`src/rtl/regbcast_pkg.sv`:
```
package regbcast_pkg;
    localparam int WORD_W = 64;
    localparam int ADDR_W = 16;
    localparam int DATA_W = 32;
    localparam int OP_BIT = 63;
    localparam int ADDR_LSB = 32;

    typedef enum logic {
        OP_WR = 1'b0,
        OP_RD = 1'b1
    } op_e;

    typedef struct packed {
        op_e               op;
        logic [ADDR_W-1:0] addr;
        logic [DATA_W-1:0] data;
    } instr_t;

    typedef enum logic [1:0] {
        ST_IDLE  = 2'd0,
        ST_ISSUE = 2'd1,
        ST_RESP  = 2'd2
    } state_e;

    function automatic instr_t unpack_word(input logic [WORD_W-1:0] w);
        instr_t r;
        r.op   = op_e'(w[OP_BIT]);
        r.addr = w[ADDR_LSB +: ADDR_W];
        r.data = w[DATA_W-1:0];
        return r;
    endfunction
endpackage

```
`src/rtl/regbcast_decode.sv`:
```
module regbcast_decode
    import regbcast_pkg::*;
(
    input  logic [WORD_W-1:0] word,
    output instr_t            instr
);
    always_comb instr = unpack_word(word);
endmodule

```
`src/rtl/regbcast_merge.sv`:
```
module regbcast_merge
    import regbcast_pkg::*;
#(
    parameter int N_CL = 4
) (
    input  logic [N_CL-1:0]        done_vec,
    input  logic [N_CL*DATA_W-1:0] rdata_vec,
    output logic                   any_done,
    output logic [DATA_W-1:0]      rdata_or
);
    logic [DATA_W-1:0] acc [N_CL+1];

    assign acc[0] = '0;
    for (genvar k = 0; k < N_CL; k++) begin : g_or
        assign acc[k+1] = acc[k] | rdata_vec[k*DATA_W +: DATA_W];
    end

    assign rdata_or = acc[N_CL];
    assign any_done = |done_vec;
endmodule

```
`src/rtl/regbcast_timer.sv`:
```
module regbcast_timer #(
    parameter int LIMIT = 256
) (
    input  logic clk,
    input  logic rst,
    input  logic run,
    output logic expire
);
    localparam int CW = (LIMIT > 1) ? $clog2(LIMIT) : 1;
    localparam logic [CW-1:0] LAST = CW'(LIMIT - 1);

    logic [CW-1:0] cnt;

    always_ff @(posedge clk) begin
        if (rst || !run || expire) cnt <= '0;
        else                       cnt <= cnt + 1'b1;
    end

    assign expire = run && (cnt == LAST);

    assert_cnt_bound_R8: assert property (@(posedge clk) disable iff (rst)
        cnt <= LAST);
    assert_idle_clear_R8: assert property (@(posedge clk) disable iff (rst)
        !run |=> cnt == '0);
endmodule

```
`src/rtl/regbcast_dispatcher.sv`:
```
module regbcast_dispatcher
    import regbcast_pkg::*;
#(
    parameter int N_CL    = 4,
    parameter int TIMEOUT = 256
) (
    input  logic                   clk,
    input  logic                   rst,
    input  logic                   in_valid,
    output logic                   in_ready,
    input  logic [63:0]            in_word,
    output logic                   bus_valid,
    output logic                   bus_rd,
    output logic [15:0]            bus_addr,
    output logic [31:0]            bus_wdata,
    input  logic [N_CL-1:0]        cl_done,
    input  logic [N_CL*32-1:0]     cl_rdata,
    output logic                   rsp_valid,
    input  logic                   rsp_ready,
    output logic [31:0]            rsp_data,
    output logic                   err_timeout
);
    state_e            state;
    instr_t            cur;
    instr_t            dec;
    logic              any_done;
    logic [DATA_W-1:0] rd_or;
    logic [DATA_W-1:0] rsp_q;
    logic              err_q;
    logic              tmo;
    logic              take;

    regbcast_decode u_dec (
        .word  (in_word),
        .instr (dec)
    );

    regbcast_merge #(.N_CL(N_CL)) u_merge (
        .done_vec  (cl_done),
        .rdata_vec (cl_rdata),
        .any_done  (any_done),
        .rdata_or  (rd_or)
    );

    regbcast_timer #(.LIMIT(TIMEOUT)) u_timer (
        .clk    (clk),
        .rst    (rst),
        .run    (bus_valid && !any_done),
        .expire (tmo)
    );

    assign in_ready = (state == ST_IDLE);
    assign take     = in_valid && in_ready;

    always_ff @(posedge clk) begin
        if (rst) begin
            state <= ST_IDLE;
            cur   <= '0;
            rsp_q <= '0;
            err_q <= 1'b0;
        end else begin
            unique case (state)
                ST_IDLE: if (take) begin
                    cur   <= dec;
                    state <= ST_ISSUE;
                end
                ST_ISSUE: if (any_done) begin
                    if (cur.op == OP_RD) begin
                        rsp_q <= rd_or;
                        state <= ST_RESP;
                    end else begin
                        state <= ST_IDLE;
                    end
                end else if (tmo) begin
                    err_q <= 1'b1;
                    state <= ST_IDLE;
                end
                ST_RESP: if (rsp_ready) state <= ST_IDLE;
                default: state <= ST_IDLE;
            endcase
        end
    end

    assign bus_valid   = (state == ST_ISSUE);
    assign bus_rd      = (cur.op == OP_RD);
    assign bus_addr    = cur.addr;
    assign bus_wdata   = cur.data;
    assign rsp_valid   = (state == ST_RESP);
    assign rsp_data    = rsp_q;
    assign err_timeout = err_q;

    assert_bus_hold_R3: assert property (@(posedge clk) disable iff (rst)
        (bus_valid && !any_done && !tmo) |=>
            (bus_valid && $stable(bus_addr) && $stable(bus_rd) && $stable(bus_wdata)));
    assert_single_R4: assert property (@(posedge clk) disable iff (rst)
        (bus_valid || rsp_valid) |-> !in_ready);
    assert_rd_rsp_R6: assert property (@(posedge clk) disable iff (rst)
        (bus_valid && bus_rd && any_done) |=> (rsp_valid && rsp_data == $past(rd_or)));
    assert_rsp_hold_R6: assert property (@(posedge clk) disable iff (rst)
        (rsp_valid && !rsp_ready) |=> (rsp_valid && $stable(rsp_data)));
    assert_no_wr_rsp_R7: assert property (@(posedge clk) disable iff (rst)
        (bus_valid && !bus_rd && any_done) |=> (!rsp_valid && in_ready));
    assert_err_sticky_R8: assert property (@(posedge clk) disable iff (rst)
        err_timeout |=> err_timeout);
    assert_done_ends_R5: assert property (@(posedge clk) disable iff (rst)
        (bus_valid && any_done) |=> !bus_valid);
endmodule

```
`config.mk`:
```
export PLATFORM = sky130hd
export DESIGN_NAME = regbcast_dispatcher
export DESIGN_NICKNAME = d
export VERILOG_FILES = /design/src/rtl/regbcast_pkg.sv /design/src/rtl/regbcast_decode.sv /design/src/rtl/regbcast_merge.sv /design/src/rtl/regbcast_timer.sv /design/src/rtl/regbcast_dispatcher.sv
export SDC_FILE = /design/constraint.sdc
export NUM_CORES = 1
export LEC_CHECK = 0
export BUFFER_PORTS_ARGS = -buffer_cell sky130_fd_sc_hd__clkbuf_2
export CORE_AREA = 2 2 111 113
export CTS_BUF_LIST = sky130_fd_sc_hd__clkbuf_16
export CTS_CLUSTER_DIAMETER = 200
export DETAILED_ROUTE_END_ITERATION = 6
export DIE_AREA = 0 0 113 115
export PLACE_DENSITY = 0.66
export SLEW_MARGIN = 20
export SYNTH_ARGS = -nofsm -noshare
export SYNTH_HDL_FRONTEND = slang
export SYNTH_SLANG_ARGS = --single-unit
```
`constraint.sdc`:
```
create_clock -name clk -period 4 [get_ports clk]
set_input_delay 0.2 -clock clk [delete_from_list [all_inputs] [get_ports clk]]
set_output_delay 0.2 -clock clk [all_outputs]
set_load 0.05 [all_outputs]
```
### Word level (Yosys, flattened, before mapping)

Cells that the tools add are included.

| storage, ports and cells | value |
|---|---|
| memories kept | 0 |
| word-level logic and storage cells | 37 |
| output and inout port bits | 85 |
| bits of input ports | 200 |
| memory bits (writable) | 0 |
| bits in latches | 0 |
| ROM bits | 0 |
| flip-flop bits (word level) | 92 |

| cells by class | value |
|---|---|
| equality and inequality tests | 6 |
| magnitude comparators | 0 |
| bitwise operators | 4 |
| shift operators | 0 |
| mux-type cells | 6 |
| divide/modulo/power cells | 0 |
| add/subtract/negate cells | 1 |
| reduce and logical (&&, ||, !) cells | 13 |
| multiply operators | 0 |

Operator list:

| operator | number |
|---|---|
| 32-bit OR | 3 |
| 2-bit 2-to-1 mux | 5 |
| 3-bit AND reduction | 3 |
| 8-bit by 1-bit adder with 8-bit output, second input constant | 1 |
| 8-bit == test, second input constant | 1 |
| 2-bit case mux with 3 select lines | 1 |
| 2-bit by 1-bit inequality test with 1-bit output, second input constant | 2 |
| 4-bit OR reduction | 1 |
| 1-bit logical AND | 3 |
| 3-bit by 1-bit inequality test with 1-bit output, second input constant | 1 |
| 2-bit by 1-bit == test with 1-bit output, second input constant | 1 |
| 2-bit == test, second input constant | 1 |
| 1-bit logical NOT | 2 |
| 2-bit logical NOT | 1 |
| 1-bit logical OR | 2 |
| 2-bit AND reduction | 1 |
| 1-bit NOT | 1 |

### Longest topological paths before layout

| depth | value |
|---|---|
| depth in word-level cells | 7 |
| mapped depth | 6 |
| depth with buffers taken out | 4 |

### By module

From an unflattened synthesis, not the netlist that was laid out.

| second synthesis, totals | value |
|---|---|
| cell total of the unflattened synthesis | 490 |
| area total of the unflattened synthesis | 4775.8 sq um |

By module, submodules not included:

| module | seq. area each (sq um) | area each (sq um) | instances | cells each |
|---|---|---|---|---|
| regbcast_dispatcher | 1681.6 | 3804.9 | 1 | 368 |
| regbcast_decode | 0.0 | 367.9 | 1 | 49 |
| regbcast_timer | 160.2 | 355.3 | 1 | 40 |
| regbcast_merge | 0.0 | 247.7 | 1 | 33 |

### Least setup slack after synthesis

No wires, ideal clock.

| timing path | value |
|---|---|
| path type | flip-flop to flip-flop |
| from | register state[0] |
| to | register u_timer.cnt[7] |
| data required time | 3.907 ns |
| buffers on the path | 0 |
| cell stages (with the launch flop) | 4 |
| arrival time | 1.791 ns |
| path slack | 2.116 ns |
| period minus slack after synthesis | 1.884 ns |
| library setup time | 0.093 ns |
| cells stage by stage | dfxtp_1 > nor2b_1 > nand3b_1 > a311oi_1 |

| between the ends | value |
|---|---|
| word-level cells in the longest chain between the ends | 5 |
| elaborated cells between the ends (all ways) | 6 |
| those cells by class | eq/ne: 1; reduce/logical: 5 |

Ends and longest elaborated chain:

| item | line | text |
|---|---|---|
| start: declaration | regbcast_dispatcher.sv:23 | `state_e state;` |
| start signal: assignment | regbcast_dispatcher.sv:57 | `state <= ST_IDLE;` |
| start signal: assignment | regbcast_dispatcher.sv:65 | `state <= ST_ISSUE;` |
| start signal: assignment | regbcast_dispatcher.sv:70 | `state <= ST_RESP;` |
| 2-bit by 1-bit == test with 1-bit output (*) | regbcast_dispatcher.sv:84 | `assign bus_valid = (state == ST_ISSUE);` |
| net bus_valid | regbcast_dispatcher.sv:12 | `output logic bus_valid,` |
| 1-bit logical AND (*) | regbcast_dispatcher.sv:48 | `.run (bus_valid && !any_done),` |
| 1-bit logical NOT | regbcast_timer.sv:15 | `if (rst \|\| !run \|\| expire) cnt <= '0;` |
| 1-bit logical OR | regbcast_timer.sv:15 |  |
| 1-bit logical OR (*) | regbcast_timer.sv:15 |  |
| end signal: assignment | regbcast_timer.sv:16 | `else cnt <= cnt + 1'b1;` |
| end: declaration | regbcast_timer.sv:12 | `logic [CW-1:0] cnt;` |

Mark *: on every way through the listed nets, which the timed path passes. The rest lies on a longest branch.
A chain may end at the register's enable or synchronous reset.

### Worst setup path in the final report

| timing path | value |
|---|---|
| from | register state[1] |
| to | register rsp_q[31] (netlist: rsp_data[31]) |

| between the ends | value |
|---|---|
| word-level cells in the longest chain between the ends | 2 |

Ends and longest elaborated chain:

| item | line | text |
|---|---|---|
| 2-bit by 1-bit == test with 1-bit output | regbcast_dispatcher.sv:62 | `unique case (state)` |
| 3-bit AND reduction (no source line) | n/a |  |
| end signal: assignment | regbcast_dispatcher.sv:69 | `rsp_q <= rd_or;` |
| end: declaration | regbcast_dispatcher.sv:28 | `logic [DATA_W-1:0] rsp_q;` |

Every way passes these cells.

==> flow_summary.yaml <==
finish:
  drive_gt1_frac: 0.479
  final_nets: 864
  area_growth_pct: 47.4
  fillerInstances: 1171
  antenna_cells: 0
hold_path:
  hold_path_class: "primary input to register"
critical_path:
  crit_fanout: 32
  critPathMaxStageDelay_ns: 0.54
  required_ns: 4.17
  path_buf_inv: 1
  cp_data_arrival_time_ns: 2.30
  worstSetupPathType: "register to register"
  cp_slowest_cell: "and2_4"
  worstPathCellList: "and3b_1 > buf_4 > and2_4 > a211oi_1"
  crit_family: "simple AND/OR/NAND/NOR gates"
  startpoint_type: "register"
  critPathCaptureType: "register"
synthesis:
  synthArstFlopShare: 0
  yosys.area.top_type: "dfxtp_1"
  synth_fp_nets: 614
  synth_cells: 413
  yosysWarnings: 0
  ys_seq_area_frac: 0.502
  synth_area_per_cell_um2: 8.88
  synth_edf_count: 0
  netlist.area_leader.share: 0.502
  ys_ff_latch: 92
  synth_area_leaders: "dfxtp_1, a21oi_1, nand2_1"
  ys.flop_type: "dfxtp_1"
  netlist_area_um2: 3670
  post_synth_num_cell_types: 35
place:
  port_buffers: 269
  dp_hpwl_um: 8180
  dp_slack_ns: 1.86
  place_congestion: 0.734
die:
  core_area_um2: 11800
  die_y_um: 115
  die_area_um2: 13000
  die_w_um: 113
  rows: 40
  num_io_pins: 285
  start_util: 0.310
clock_tree:
  cts_tree: "built"
  clockBufferDepth: 2
  clk_pin_slew_ns: 0.07
  cts-root-buf: "clkbuf_16"
  numCtsBuffers: 9
  cts_resized: 0
  cts.sinks: 92
  postCtsSetupRepairBufs: 0
  hold_buffers: 0
  htree_levels: 3
  clk_latency_ns: 0.34
power:
  p_leak_uw: 0.00245
  powerDensity_nw_per_um2: 440
  ir_drop_v: 0.000267
timing:
  skew_ns: 0.00706
  setup_slack_ns: 1.87
  fin_tns_setup_ns: 0
  final_max_slew_viol_count: 0
  finalCriticalPeriod_ns: 2.13
  rsz0062_at_grt: "no"
  fin_crit_sh: 0.533
  tightest_slew_ns: 1.08
  report.final.hold_viol_count: 0
  slew_headroom: 0.277
  setup_viol: 0
  max_freq_mhz: 469
outcome:
  run_status: "finished with violations"
  violations: "DRC"
detailed_routing:
  drtAntennaViolNets: 0
  drc: 20
  post_drt_wl_per_cell_um: 13.7
  vias_per_cell: 4.82
  drtIter0Drc: 159
  first_pass_iters: 6
  dr_total_vias: 3926
  wl_um: 11100
global_routing:
  grt-ovfl-total: 0
  grt_max_degree: 86
  grt_first_pass_wirelength_um: 16600
  grt_pass1_vias: 3521
  antenna_found_initial: 0
  grtUsageTotal: 0.160
flow_run:
  drv_cap: 0
-- synthesized netlist by cell type, types with 2 or more instances --
cell type	count
nor4_1	33
nor2_1	5
xor2_1	2
nor3_1	2
a211oi_2	30
o21ai_0	2
or3_1	2
clkbuf_1	22
a41oi_1	2
inv_1	2
a211oi_1	3
dfxtp_1	92
nand2_1	101
nor3b_1	2
buf_1	3
buf_6	5
buf_2	2
nand3_1	3
nor2b_1	2
a21oi_1	83
-- worst reg2reg max path, delay by kind of cell (launching register included) --
kind            cells  cell delay [ns]
simple gates        2             1.07
flops               1             0.38
buf+inv             1             0.36
compound gates      1             0.15
-- path summary, 6_finish.rpt --
kind	start	endpoint	slack [ns]	cells after the start
worst max-delay path	state[1]	rsp_data[31]	1.87	4
worst min-delay path	in_word[15]	bus_wdata[15]	0.08	3
worst max register to register	state[1]	rsp_data[31]	1.87	4
worst min register to register	bus_addr[11]	bus_addr[11]	0.46	2
-- cells by family after synthesis --
| family | share of synthesized area |
|---|---|
| AOI/OAI and AO/OA | 0.238 |
| xor gates and xnor gates | 0.00717 |
| adders and majority gates | 0.00341 |
| buffers and inverters | 0.0457 |
| DFF | 0.502 |
| muxes | 0.00273 |
| and+or+nand+nor | 0.201 |
-- power by group --
part           total [uW]  switching (uW)  internal (uW)
registers             983            23.5            959
clock network         981             367            614
logic                 417             284            133
-- layout by cell type, fill, tap and decap left out, drive strengths merged, types with 3 or more instances in the layout --
cell | Yosys | final
nor2 | 5 | 5
buf | 10 | 3
nand3 | 3 | 3
a211oi | 33 | 33
dfxtp | 92 | 92
inv | 2 | 4
nor4 | 33 | 33
bufinv | 0 | 3
clkbuf | 22 | 277
nand2 | 101 | 101
a21oi | 83 | 83
-- flip-flops by register name, indices dropped and copies added, names as in the netlist --
register     flops
err_timeout      1
state            2
bus_rd           1
bus_addr        16
bus_wdata       32
u_timer.cnt      8
rsp_data        32
-- stage by stage --
step | utilization | power (uW) | hold WS [ns] | cell area, um^2 | cells
final | 0.458 | 2380 | 0.0782 | 5410 | 815
after global routing | 0.458 | 2490 | 0.0669 | 5410 | 815
after CTS | 0.458 | 2410 | 0.0619 | 5410 | 815
after detailed placement | 0.428 | 1420 | 0.428 | 5060 | 799
after global placement | 0.428 | 1410 | 0.422 | 5060 | 799
after floorplan | - | 1270 | 0.336 | 3670 | 413
-- final cells by class --
class | count | area, um^2 | share of cell area
repair buffers | 271 | 1360 | 0.252
flip-flops and latches | 92 | 1840 | 0.341
clock inverters | 7 | 120 | 0.0222
well taps | 147 | 184 | 0.0340
multi-input cells | 287 | 1660 | 0.308
inverters | 2 | 7.51 | 0.00139
clock buffers | 9 | 225 | 0.0417
-- routing by layer --
layer | vias up | GRT usage | share of wire
met5 | - | 0 | 0
met4 | 0 | 0.0634 | 0.012
met3 | 10 | 0.0469 | 0.091
met2 | 161 | 0.285 | 0.51
met1 | 1781 | 0.182 | 0.39
li1 | 1974 | - | -
(Power assumes the default switching activity.)
